`src/rtl/hl_div_pkg.sv`:
```
package hl_div_pkg;
  // Flag bit positions decoded by the divider and produced by the encoder
  localparam int unsigned EDGE_BIT   = 8;
  localparam int unsigned PREDIV_BIT = 11;
  localparam int unsigned HALF_BIT   = 13;
  localparam int unsigned PHASE_BIT  = 15;

  typedef enum logic {
    ENC_OUT = 1'b0,
    ENC_FB  = 1'b1
  } enc_mode_e;
endpackage

```
`src/rtl/hl_div_decode.sv`:
```
module hl_div_decode #(
  parameter int unsigned WORD_W  = 32,
  parameter int unsigned FIELD_W = 8,
  parameter int unsigned RATIO_W = FIELD_W + 2
) (
  input  logic [WORD_W-1:0]  flags_i,
  input  logic [WORD_W-1:0]  timing_i,
  output logic [RATIO_W-1:0] ratio_o,
  output logic               extra_low_o
);
  import hl_div_pkg::*;

  logic [FIELD_W-1:0] low_cnt, high_cnt;
  logic [FIELD_W:0]   base_raw, base_cnt;
  logic               edge_b, prediv_b, half_b, phase_b;

  assign low_cnt  = timing_i[FIELD_W-1:0];
  assign high_cnt = timing_i[2*FIELD_W-1:FIELD_W];
  assign edge_b   = flags_i[EDGE_BIT];
  assign prediv_b = flags_i[PREDIV_BIT];
  assign half_b   = flags_i[HALF_BIT];
  assign phase_b  = flags_i[PHASE_BIT];

  always_comb begin
    base_raw = {1'b0, low_cnt} + {1'b0, high_cnt} + {{FIELD_W{1'b0}}, edge_b};
    base_cnt = (base_raw == '0) ? {{FIELD_W{1'b0}}, 1'b1} : base_raw;
    if (prediv_b) ratio_o = {base_cnt, 1'b0} + {{(RATIO_W-1){1'b0}}, half_b};
    else          ratio_o = {1'b0, base_cnt};
  end

  // odd extra cycle lands in the low phase only in pre-divide mode with phase select clear
  assign extra_low_o = prediv_b & ~phase_b;

  always_comb begin
    assert_ratio_nonzero_R1: assert (ratio_o != '0);
    assert_prediv_even_R2: assert (!(prediv_b && !half_b) || !ratio_o[0]);
  end
endmodule

```
`src/rtl/hl_div_encode.sv`:
```
module hl_div_encode #(
  parameter int unsigned WORD_W  = 32,
  parameter int unsigned FIELD_W = 8,
  parameter int unsigned DIV_W   = 9
) (
  input  logic [DIV_W-1:0]       value_i,
  input  hl_div_pkg::enc_mode_e  mode_i,
  input  logic [WORD_W-1:0]      prev_flags_i,
  output logic [WORD_W-1:0]      flags_o,
  output logic [WORD_W-1:0]      timing_o
);
  import hl_div_pkg::*;

  logic [FIELD_W-1:0] cnt_field;
  logic [DIV_W-1:0]   quarter, half;

  assign quarter = value_i >> 2;
  assign half    = value_i >> 1;

  always_comb begin
    flags_o = prev_flags_i;
    flags_o[EDGE_BIT] = 1'b0;
    flags_o[HALF_BIT] = 1'b0;
    if (mode_i == ENC_OUT) begin
      flags_o[PREDIV_BIT] = 1'b1;
      flags_o[EDGE_BIT]   = value_i[1];   // N mod 4 > 1
      flags_o[HALF_BIT]   = value_i[0];
      flags_o[PHASE_BIT]  = value_i[0];
      cnt_field = FIELD_W'(quarter);
    end else begin
      flags_o[PREDIV_BIT] = 1'b0;
      flags_o[EDGE_BIT]   = value_i[0];
      cnt_field = FIELD_W'(half);
    end
    timing_o = '0;
    timing_o[FIELD_W-1:0]         = cnt_field;
    timing_o[2*FIELD_W-1:FIELD_W] = cnt_field;
  end
endmodule

```
`src/rtl/hl_div_engine.sv`:
```
module hl_div_engine #(
  parameter int unsigned RATIO_W = 10
) (
  input  logic               clk_i,
  input  logic               rst_ni,
  input  logic [RATIO_W-1:0] ratio_i,
  input  logic               extra_low_i,
  output logic               tick_o,
  output logic               wave_o
);
  logic [RATIO_W-1:0] cnt_q, ratio_q, act_ratio, thr;
  logic               fresh_q, extra_low_q, act_extra_low, boundary, wave_q;

  // first cycle after reset runs on the live words
  assign act_ratio     = fresh_q ? ratio_i : ratio_q;
  assign act_extra_low = fresh_q ? extra_low_i : extra_low_q;
  assign boundary      = (cnt_q == act_ratio - 1'b1);
  assign thr = act_extra_low ? ((act_ratio + 1'b1) >> 1) : (act_ratio >> 1);

  always_ff @(posedge clk_i or negedge rst_ni) begin
    if (!rst_ni) begin
      cnt_q       <= '0;
      ratio_q     <= {{(RATIO_W-1){1'b0}}, 1'b1};
      extra_low_q <= 1'b0;
      fresh_q     <= 1'b1;
      wave_q      <= 1'b0;
    end else begin
      fresh_q <= 1'b0;
      if (fresh_q || boundary) begin
        ratio_q     <= ratio_i;
        extra_low_q <= extra_low_i;
      end
      cnt_q  <= boundary ? '0 : cnt_q + 1'b1;
      wave_q <= (cnt_q >= thr);
    end
  end

  assign tick_o = boundary;
  assign wave_o = wave_q;

  assert_cnt_in_range_R2: assert property (@(posedge clk_i) disable iff (!rst_ni)
    cnt_q < act_ratio);
  assert_tick_single_R4: assert property (@(posedge clk_i) disable iff (!rst_ni)
    (tick_o && ratio_i > 1) |=> !tick_o);
  assert_hold_until_boundary_R5: assert property (@(posedge clk_i) disable iff (!rst_ni)
    (!fresh_q && !tick_o) |=> $stable(ratio_q) && $stable(extra_low_q));
  assert_fresh_idle_R6: assert property (@(posedge clk_i) disable iff (!rst_ni)
    fresh_q |-> (cnt_q == '0) && !wave_q);
endmodule

```
`src/rtl/hl_time_divider.sv`:
```
module hl_time_divider #(
  parameter int unsigned WORD_W  = 32,
  parameter int unsigned FIELD_W = 8,
  parameter int unsigned DIV_W   = 9
) (
  input  logic              clk_i,
  input  logic              rst_ni,
  input  logic [WORD_W-1:0] flags_i,
  input  logic [WORD_W-1:0] timing_i,
  output logic              tick_o,
  output logic              wave_o,
  input  logic [DIV_W-1:0]  enc_value_i,
  input  logic              enc_fb_mode_i,
  input  logic [WORD_W-1:0] enc_prev_flags_i,
  output logic [WORD_W-1:0] enc_flags_o,
  output logic [WORD_W-1:0] enc_timing_o
);
  localparam int unsigned RATIO_W = FIELD_W + 2;

  logic [RATIO_W-1:0] ratio;
  logic               extra_low;

  hl_div_decode #(.WORD_W(WORD_W), .FIELD_W(FIELD_W), .RATIO_W(RATIO_W)) u_decode (
    .flags_i     (flags_i),
    .timing_i    (timing_i),
    .ratio_o     (ratio),
    .extra_low_o (extra_low)
  );

  hl_div_engine #(.RATIO_W(RATIO_W)) u_engine (
    .clk_i       (clk_i),
    .rst_ni      (rst_ni),
    .ratio_i     (ratio),
    .extra_low_i (extra_low),
    .tick_o      (tick_o),
    .wave_o      (wave_o)
  );

  hl_div_encode #(.WORD_W(WORD_W), .FIELD_W(FIELD_W), .DIV_W(DIV_W)) u_encode (
    .value_i      (enc_value_i),
    .mode_i       (hl_div_pkg::enc_mode_e'(enc_fb_mode_i)),
    .prev_flags_i (enc_prev_flags_i),
    .flags_o      (enc_flags_o),
    .timing_o     (enc_timing_o)
  );
endmodule

```
`config.mk`:
```
export PLATFORM = sky130hd
export DESIGN_NAME = hl_time_divider
export DESIGN_NICKNAME = d
export VERILOG_FILES = /design/src/rtl/hl_div_pkg.sv /design/src/rtl/hl_div_decode.sv /design/src/rtl/hl_div_encode.sv /design/src/rtl/hl_div_engine.sv /design/src/rtl/hl_time_divider.sv
export SDC_FILE = /design/constraint.sdc
export NUM_CORES = 1
export LEC_CHECK = 0
export BUFFER_PORTS_ARGS = -buffer_cell sky130_fd_sc_hd__buf_2
export CAP_MARGIN = 5
export CORE_ASPECT_RATIO = 1.1
export CORE_MARGIN = 4
export CORE_UTILIZATION = 49
export DETAILED_ROUTE_END_ITERATION = 6
export PLACE_DENSITY = 0.9
export SKIP_LAST_GASP = 1
export SYNTH_ARGS = -nofsm -noshare
export SYNTH_HDL_FRONTEND = slang
export SYNTH_SLANG_ARGS = --single-unit
```
`constraint.sdc`:
```
create_clock -name clk_i -period 11 [get_ports clk_i]
set_input_delay 0.55 -clock clk_i [delete_from_list [all_inputs] [get_ports clk_i]]
set_output_delay 0.55 -clock clk_i [all_outputs]
set_load 0.02 [all_outputs]
```
==> results of run 1 <==
## report_power, final
group          total [mW]  internal (mW)  switching, mW
clock network      0.0546         0.0259         0.0286
registers           0.160          0.121         0.0391
logic               0.325          0.155          0.170
total               0.539          0.302          0.238
## layer usage
metal  GRT usage  up-vias
li1            -     1231
met1       0.198     1226
met2       0.320       77
met3      0.0182       21
met4      0.0722        0
met5           0        -
## cell type report
class	count	area [sq um]
Clock buffer	4	45.0
Fill cell	535	2820
Sequential cell	23	578
Multi-Input combinational cell	273	1990
Inverter	19	71.3
Tap cell	77	96.3
Timing Repair Buffer	55	278
## sequential cells by signal, summed over array words and instances (netlist names)
register	flops
u_engine.cnt_q	10
u_engine.ratio_q	10
u_engine.extra_low_q	1
u_engine.fresh_q	1
u_engine.wave_o	1
## cell families after synthesis
kind of cell,after synthesis,synth area share
other,1,0.00124
buffers and inverters,82,0.169
AOI/OAI and AO/OA,61,0.161
muxes,27,0.106
and+or+nand+nor,119,0.200
xor gates and xnor gates,28,0.0811
adders and majority gates,21,0.0919
DFF,23,0.191
## layout by cell type (no fill, tap or decap), types with 3 or more instances in the layout
master,count
a211oi_1,3
a21o_1,10
a21oi_1,8
a31oi_1,4
and3_1,3
buf_2,54
clkbuf_8,3
conb_1,17
dfrtp_1,21
ha_1,19
inv_1,18
mux2_2,11
mux2_4,7
mux2i_1,9
nand2_1,24
nand2b_1,6
nand3_1,17
nor2_1,35
nor2b_1,4
nor3_1,6
nor4b_1,3
o21ai_0,9
or3_1,5
xnor2_1,16
xor2_1,12
## stage by stage
step | hold WS (ns) | instances | worst slack (ns)
5_1_grt | 0.293 | 451 | 4.75
6_report | 0.248 | 451 | 5.06
3_3_place_gp | 0.489 | 447 | 5.19
3_5_place_dp | 0.493 | 447 | 5.13
4_1_cts | 0.278 | 451 | 5.10
2_1_floorplan | 0.254 | 378 | 5.58
## worst max path at each step
stage | start | to | slack [ns] | cells past startpoint
finish | flags_i[8] | tick_o | 5.06 | 20
global route | flags_i[8] | tick_o | 4.75 | 20
CTS | flags_i[8] | tick_o | 5.10 | 20
detailed placement | flags_i[8] | tick_o | 5.13 | 20
global placement | flags_i[8] | tick_o | 5.19 | 20
floorplan | flags_i[8] | tick_o | 5.58 | 18
## worst register-to-register path, stage by stage (launching register included)
cell	delay [ns]
dfstp_2	0.84
clkinv_1	0.39
nand2_1	0.17
a21boi_2	0.35
ha_1	0.26
inv_1	0.06
nor3_2	0.22
nand2_1	0.11
o21ai_0	0.30
a211oi_2	0.11
o31ai_1	0.33
a221o_1	0.67
mux2_2	0.41
==> key figures, run 1 <==
Detailed routing
  – Vias/cell: 5.67
  – Initial drt markers: between 150 and 200
  – Final Routed Wirelength: 6430 um
  – Via count: 2555
  – Antenna Nets Post-Route: 0
  – DR top layer: met4
  – TritonRoute pass-1 iters: 4
  – # DRC: 0
  – WL met1: 2580 um
  – Met2 Wirelength: 3380 um
  – Drt wl/cell: 14.3 um
  – Routed wl met3: ~320 um

Clocking
  – Post-cts resize count: 0
  – Clock root cell: clkbuf_8
  – Post-CTS setup buffer count: 0
  – Htree depth: 1
  – CTS sink cnt: 23
  – CTS Hold Bufs: 0
  – CTS tree: built
  – Maximum root-to-sink buffer count: 2
  – Num CTS Buffers: 3
  – Clock transition at the registers of the reported paths: approximately 0.090 ns
  – Worst skew pair latency: 0.27 ns

Placement
  – Port buffer count: 54
  – Dpl cell area: 0.00302 sq mm
  – GP Congestion: 0.805
  – Detailed placement HPWL: just over 5000 um

Worst setup path
  – Delay-heaviest family, CP: compound AO/OA/AOI/OAI gates
  – CP bufs+invs: 5
  – CP peak stage delay: around 0.47 ns
  – WS Path Type: input pin to output pin
  – Data required, critical path: 10.45 ns
  – Crit-path cells: buf_2 -> inv_1 -> fa_1 -> fa_1 -> nand2b_1 -> a211oi_1 -> o41a_1 -> nor4_1 -> a311o_1 -> a21boi_2 -> ha_1 -> inv_1 -> nor3_2 -> nand2_1 -> or4_1 -> a211oi_2 -> o31ai_1 -> a211oi_1 -> buf_4 -> buf_2
  – CP Launch Type: input pin
  – Worst R2R Setup Slack: approximately 6.7 ns
  – R2R Path Start: u_engine.fresh_q
  – CP max FO: 11
  – Worst Path Arrival: ~5.4 ns
  – Critical Path End Type: output pin
  – Critical R2R Capture: u_engine.ratio_q[8]
  – Worst reg2reg path depth: 12
  – CP max stage cell: fa_1

Synth
  – Seq/Total Area, Yosys: 0.191
  – Cell variety after synth: 65
  – Syn_area_per_cell: 8.35 sq um
  – Yosys warns: 0
  – Cells after Synth: between 300 and 400
  – Synth top area share: 0.174
  – Synth Cell Area: about 0.0030 sq mm
  – Most frequent cells after synthesis: buf_4, nor2_1, nand2_1, dfrtp_1, ha_1
  – Asr flop ratio synth: 1.00
  – Ys flop type: dfrtp_1
  – Most common cell in the synthesized netlist: buf_4
  – Synth area leader: dfrtp_1
  – FF+latch count, synth: 23
  – EDFF count, synth: 0
  – Synth area leaders: dfrtp_1, buf_4, ha_1, xnor2_1, nor2_1

Final layout
  – Layout cells sized above 1: 0.241
  – Syn-to-layout area delta: 1.32%
  – Final Util: 0.521
  – Antenna diodes: 0
  – Design area: 0.00306 sq mm
  – Fin nets: 504

Timing
  – Setup TNS: 0 ns
  – Worst-Margin Slew: 0.697 ns
  – Final setup vio count: 0
  – RSZ-0062 raised after global routing: no
  – Fmax: 168 MHz
  – Fin. Hold Viols: 0
  – Rel. slew slack: 0.535
  – Slew Viols, Final: 0
  – Min Tclk post-route: 5.94 ns
  – Final period util: 0.540
  – Layout Skew: 0.00820 ns

Global routing
  – Grt ovf: 0
  – First-pass GRT wire length: around 11000 um
  – Largest net degree at the start of global routing: 25
  – Initial antenna violation count: 0
  – Number of global-route vias before repair: 2658
  – Tot GR Track Use: 0.172

Run
  – Max-Cap Viols: 0

Floorplan
  – Die Span X: 82.9 um
  – # IOs: about 170
  – Core Footprint: 0.00588 sq mm
  – Die footprint: between 0.007 and 0.008 sq mm
  – Row cnt: 29
  – Die Y: 90.4 um
  – Starting Density: 0.514

Worst hold path
  – Hold Crit Class: input pin to async pin

Status
  – Status: finished clean

Power and ir drop
  – VDD IR max: 0.107 mV
  – PD cells: 176 mW/mm^2
  – Final Power: 0.539 mW
  – Pleak: between 1 and 1.5 nW
No activity file was read; power rests on OpenSTA's default activity.
==> run 2: changes to the inputs <==
ABC_AREA = 1   (was not set)
CORE_UTILIZATION = 45   (was 49)
PLACE_DENSITY = 0.84   (was 0.9)
clock period = 5.55 ns   (was 11 ns; I/O delays follow)
==> run 2 against run 1 <==
Register-to-register slack got worse by 5.0 ns. Area after synthesis fell by 1.9%. Clock skew fell by 0.0036 ns. Sequential power rose by 62%. Largest cell class unchanged. Largest power group unchanged. Highest routed layer unchanged.
==> key figures, run 2 <==
Status
  – Status: finished clean

Synth
  – Cells after Synth: 456 (+26%)
  – Most frequent cells after synthesis: nand2_1, inv_1, buf_4, nand3_1, nor2_1
  – Synth Cell Area: 0.00297 sq mm (-1.9%)
  – Asr flop ratio synth: 1.00 (unchanged)
  – Ys flop type: dfrtp_1
  – Yosys warns: 0 (unchanged)
  – Cell variety after synth: 37 (-43%)
  – FF+latch count, synth: 23 (unchanged)
  – EDFF count, synth: 0 (unchanged)
  – Seq/Total Area, Yosys: 0.195 (+0.00371)
  – Synth top area share: 0.177 (+0.00337)
  – Synth area leader: dfrtp_1
  – Most common cell in the synthesized netlist: nand2_1
  – Synth area leaders: dfrtp_1, nand2_1, buf_4, inv_1, ha_1
  – Syn_area_per_cell: 6.50 sq um (-22%)

Final layout
  – Commonest non-fill, non-tap cell in the layout: nand2_1
  – Footprint of the multi-input gates: 0.00174 sq mm (-13%)
  – Design area: 0.00302 sq mm (-1.6%)
  – Syn-to-layout area delta: 1.69%
  – Most frequent cells in the layout: nand2_1, inv_1, buf_2
  – Layout fillers: 633 (+18%)
  – Storage cell area: 578 sq um (unchanged)
  – Layout cells sized above 1: 0.174 (-0.0662)
  – Antenna diodes: 0 (unchanged)
  – Final Util: 0.481 (-0.0400)
  – Largest regs: u_engine.cnt_q (10), u_engine.ratio_q (10)
  – Fin nets: 600 (+19%)

Worst setup path
  – CP max stage cell: fa_1
  – Worst R2R Setup Slack: 1.64 ns (-5.04 ns)
  – CP peak stage delay: 0.46 ns (about the same)
  – CP Launch Type: input pin
  – Data required, critical path: 5.27 ns (-5.18 ns)
  – WS Path Type: input pin to output pin
  – Worst Setup SP: flags_i[8]
  – R2R Path Start: u_engine.fresh_q
  – CP max FO: 23 (+12)
  – Worst Path Arrival: 4.26 ns (-1.13 ns)
  – Critical Path End Type: output pin

Clocking
  – Maximum root-to-sink buffer count: 2 (unchanged)
  – CTS sink cnt: 23 (unchanged)
  – Worst skew pair latency: 0.27 ns (about the same)
  – Num CTS Buffers: 3 (unchanged)
  – Htree depth: 1 (unchanged)
  – CTS tree: built
  – Post-CTS setup buffer count: 0 (unchanged)
  – Post-cts resize count: 0 (unchanged)
  – CTS Hold Bufs: 1 (+1)
  – Clock root cell: clkbuf_8
  – Clock transition at the registers of the reported paths: 0.08 ns (about the same)

Placement
  – Port buffer count: 54 (unchanged)
  – Detailed placement HPWL: 4870 um (-3.4%)
  – Dpl cell area: 0.00296 sq mm (-1.9%)
  – GP Congestion: 0.841 (+4.4%)
  – Placement Setup Slack: 0.725 ns (-4.40 ns)

Timing
  – Worst-Margin Slew: 0.501 ns (-0.195 ns)
  – Rel. slew slack: 0.666 (+0.130)
  – Final setup vio count: 0 (unchanged)
  – Worst setup margin: 1.01 ns (-4.05 ns)
  – Layout Skew: 0.00463 ns (-0.00357 ns)
  – RSZ-0062 raised after global routing: no
  – Setup TNS: 0 ns (unchanged)
  – Final period util: 0.818
  – Min Tclk post-route: roughly 4.5 ns
  – Fin. Hold Viols: 0 (unchanged)
  – Fmax: between 200 and 250 MHz
  – Slew Viols, Final: 0 (unchanged)

Detailed routing
  – Initial drt markers: 123 (-21%)
  – # DRC: 0 (unchanged)
  – Vias/cell: 4.78 (-16%)
  – Final Routed Wirelength: 5800 um (-9.8%)
  – TritonRoute pass-1 iters: 4 (unchanged)
  – Antenna Nets Post-Route: 0 (unchanged)
  – Drt wl/cell: 10.5 um (-26%)
  – Via count: 2631 (+3.0%)

Power and ir drop
  – Final Power: 0.841 mW (+56%)
  – VDD IR max: 0.117 mV (+9.4%)
  – Pleak: 1.77 nW (+18%)
  – PD cells: 279 mW/mm^2 (+58%)

Global routing
  – Grt ovf: 0 (unchanged)
  – Tot GR Track Use: 0.148 (-0.0248)
  – Number of global-route vias before repair: 2509 (-5.6%)
  – First-pass GRT wire length: 10100 um (-12%)
  – Largest net degree at the start of global routing: 24 (-4.0%)
  – Initial antenna violation count: 0 (unchanged)

Floorplan
  – Core Footprint: 0.00627 sq mm (+6.6%)
  – Starting Density: 0.473 (-0.0412)
  – Die Y: 93.1 um (+3.1%)
  – Die footprint: 0.00795 sq mm (+6.2%)
  – Die Span X: 85.4 um (+3.0%)
  – Row cnt: 30 (+3.4%)
  – # IOs: 174 (unchanged)

Run
  – Max-Cap Viols: 0 (unchanged)

Worst hold path
  – Worst Min Path Start: flags_i[15]
  – Hold Crit Class: input pin to flop
run 2: cell count changes after synthesis, moves of 9 or more:
cell / change
a21o_1: -10
nand3_1: +24
nand2_1: +103
mux2i_1: -9
xnor2_1: -12
mux2_2: -11
inv_1: +49
run 2: path summary, 6_finish.rpt:
check                                       end  cells after the start
setup / recovery                         tick_o                     25
hold reg to reg             u_engine.ratio_q[0]                      2
min in group asynchronous     u_engine.cnt_q[4]                      2
setup reg to reg                u_engine.wave_o                     18
max in group asynchronous      u_engine.fresh_q                      2
hold / removal             u_engine.extra_low_q                      4
run 2: cell families (layout without fill, tap and decap cells):
family | Yosys count | count (layout) | synth area share
AND/OR/NAND/NOR | 220 | 220 | 0.327
buffers and inverters | 132 | 130 | 0.237
AO/OA/AOI/OAI | 36 | 36 | 0.0759
XOR/XNOR | 23 | 23 | 0.0705
flip-flops | 23 | 23 | 0.195
adder cells (fa/ha/maj) | 21 | 21 | 0.0937
other | 1 | 17 | 0.00126
run 2: layout make-up:
class,count,share of cell area
multi-input combinational,317,0.578
tap,80,0.0332
timing repair buffer,55,0.0929
clock inverter,1,0.00166
clock buffer,3,0.0137
inverter,71,0.0884
sequential,23,0.192
run 2: per-layer routing:
layer,part of all wire,track usage
met5,0,0
met4,0.016,0.0462
met3,0.071,0.0132
met2,0.53,0.297
met1,0.38,0.159
run 2: metrics by stage:
stage	hold slack, ns	std cells
after detailed placement	0.283	545
final	0.279	550
after global placement	0.275	545
after CTS	0.275	550
after floorplan	-0.0181	472
after global routing	0.275	550
run 2: worst max-delay path, delay by kind of cell:
kind / cells / cell delay [ns]
xor+xnor: 2 / 0.32
fa+ha+maj: 3 / 1.13
buf+inv: 6 / 0.61
simple gates: 14 / 1.91
run 2: report_power, final:
part | switching (mW) | internal [mW]
clock network | 0.0571 | 0.0502
registers | 0.0452 | 0.214
logic | 0.281 | 0.193
==> run 3: changes to the inputs <==
ABC_AREA = 0   (was 1)
CORE_UTILIZATION = 41   (was 45)
PLACE_DENSITY = 0.81   (was 0.84)
clock period = 3.99 ns   (was 5.55 ns; I/O delays follow)
==> run 3 against run 2 <==
The run now ends with setup timing left. Combinational power rose by 150%. Routed wire length increased by 36%. Non-clock buffer count grew 71. Sequential cell count is the same. Largest power group unchanged. Register-to-register slack worse by 1.2 ns. Critical path depth is 4 lower. Via count increased by 9.4%. Highest routed layer unchanged.
==> key figures, run 3 (same netlist as run 1, synthesis figures left out) <==
Timing
  – Worst setup margin: -0.254 ns (-1.26 ns)
  – Layout Skew: 0.00284 ns (-0.00179 ns)
  – Final setup vio count: 23 (+23)
  – Fmax: 236 MHz
  – Rel. slew slack: 0.623 (-0.0426)
  – Worst-Margin Slew: 0.562 ns (+0.0612 ns)
  – Hold slack: 0.322 ns (+0.0426 ns)
  – Final period util: 1.06
  – RSZ-0062 raised after global routing: yes
  – Min Tclk post-route: 4.24 ns
  – Fin. Hold Viols: 0 (unchanged)
  – Setup TNS: -4.39 ns (-4.39 ns)
  – Slew Viols, Final: 0 (unchanged)

Clocking
  – Clock transition at the registers of the reported paths: 0.09 ns (about the same)
  – Num CTS Buffers: 3 (unchanged)
  – Maximum root-to-sink buffer count: 2 (unchanged)
  – Htree depth: 1 (unchanged)
  – CTS sink cnt: 23 (unchanged)
  – Worst skew pair latency: 0.27 ns (about the same)
  – Clock root cell: clkbuf_8
  – CTS tree: built

Final layout
  – Antenna diodes: 0 (unchanged)
  – Design area: 0.00383 sq mm (+27%)
  – Commonest non-fill, non-tap cell in the layout: buf_4
  – Syn-to-layout area delta: 26.7%
  – Layout fillers: 607 (-4.1%)
  – Layout cells sized above 1: 0.429 (+0.255)
  – Most frequent cells in the layout: buf_4, buf_2, nor2_1
  – Largest regs: u_engine.cnt_q (10), u_engine.ratio_q (10)
  – Post-Layout Cell Count: 530 (-3.6%)
  – Fin nets: 575 (-4.2%)

Detailed routing
  – Initial drt markers: 185 (+50%)
  – Vias/cell: 5.43 (+13%)
  – # DRC: 0 (unchanged)
  – Final Routed Wirelength: 7910 um (+36%)
  – TritonRoute pass-1 iters: 4 (unchanged)
  – Antenna Nets Post-Route: 0 (unchanged)
  – Drt wl/cell: 14.9 um (+41%)
  – Via count: 2877 (+9.4%)

Floorplan
  – Die Span X: 89.9 um (+5.2%)
  – Starting Density: 0.427 (-0.0465)
  – Die footprint: 0.00881 sq mm (+11%)
  – Core Footprint: 0.00709 sq mm (+13%)
  – # IOs: 174 (unchanged)
  – Row cnt: 32 (+6.7%)
  – Die Y: 98.1 um (+5.3%)

Worst hold path
  – Hold Path Depth: 3 (-1)
  – Hold Crit Class: input pin to flop

Placement
  – Detailed placement HPWL: 5990 um (+23%)
  – GP Congestion: 0.936 (+11%)
  – Dpl cell area: 0.00351 sq mm (+19%)
  – Port buffer count: 54 (unchanged)
  – Cells after DPL: 510 (-6.4%)

Status
  – Violated checks: setup timing
  – Status: finished with violations

Worst setup path
  – Worst reg2reg path depth: 17 (-1)
  – Data required, critical path: 4.15 ns (-1.12 ns)
  – Critical Path End Type: flop
  – Worst Path Arrival: 4.40 ns (+0.14 ns)
  – WS Path Type: input pin to flop
  – CP Launch Type: input pin
  – CP max FO: 11 (-52%)

Power and ir drop
  – PD cells: 462 mW/mm^2 (+66%)
  – Final Power: 1.77 mW (+110%)
  – VDD IR max: 0.196 mV (+68%)
  – Pleak: 1.89 nW (+6.3%)

Global routing
  – First-pass GRT wire length: 13300 um (+32%)
  – Grt ovf: 0 (unchanged)
  – Tot GR Track Use: 0.175 (+0.0273)
  – Initial antenna violation count: 0 (unchanged)
  – Largest net degree at the start of global routing: 24 (unchanged)
  – Number of global-route vias before repair: 3009 (+20%)

Run
  – Max-Cap Viols: 0 (unchanged)
-- run 3: layout make-up --
cell class              count  area [sq um]  share of cell area
multi-input cells         273          2150               0.562
clock buffers               3          41.3              0.0108
flip-flops and latches     23           578               0.151
inverters                  19          81.3              0.0212
repair buffers            126           867               0.226
clock inverters             1          5.00             0.00131
well taps                  85           106              0.0278
-- run 3: worst paths after layout --
| check | endpoint | slack, ns | start |
|---|---|---|---|
| min reg2reg | u_engine.ratio_q[1] | 0.52 | u_engine.ratio_q[1] |
| max reg2reg | u_engine.wave_o | 0.48 | u_engine.fresh_q |
| min in group asynchronous | u_engine.cnt_q[7] | 0.43 | rst_ni |
| max in group asynchronous | u_engine.ratio_q[0] | 3.19 | rst_ni |
| min | u_engine.extra_low_q | 0.32 | flags_i[15] |
| max | u_engine.extra_low_q | -0.25 | flags_i[8] |
-- run 3: metrics by stage --
stage / utilization / worst slack [ns]
final: 0.540 / -0.254
after global routing: 0.540 / -0.470
after CTS: 0.525 / -0.275
after detailed placement: 0.495 / -0.623
after global placement: 0.495 / -0.519
after floorplan: - / -0.469
-- run 3: critical path: stages --
cell and delay [ns]:
buf_8 0.08, inv_8 0.02, fa_2 0.40, fa_2 0.37, nand2b_4 0.17, buf_6 0.12, a21oi_4 0.16, xor2_2 0.20
nor4_2 0.08, a311o_1 0.31, a21boi_2 0.19, ha_2 0.20, inv_2 0.04, nor3_4 0.17, nand2_2 0.08, or4_4 0.43
a211oi_2 0.22, o31ai_2 0.11, a221o_1 0.37, buf_12 0.17, mux2_4 0.29
-- run 3: power by group --
part	internal, mW	switching, mW	leakage, nW
sequential	0.333	0.112	0.282
combinational	0.610	0.564	1.58
clock	0.0698	0.0820	0.0255
-- run 3: layer usage --
layer	GRT usage	routed length, um
met1	0.180	2900
met2	0.350	4200
met3	0.0254	581
met4	0.0718	225
met5	0	0
-- run 3: timing repair --
action / CTS / global route
setup buffers: 12 / 8
pin swaps: 25 / 22
setup endpoints to repair: 23 / 23
cloned: 0 / 1
gates resized for setup: 20 / 20
hold buffers: 1 / 0
hold endpoints to repair: 21 / 0
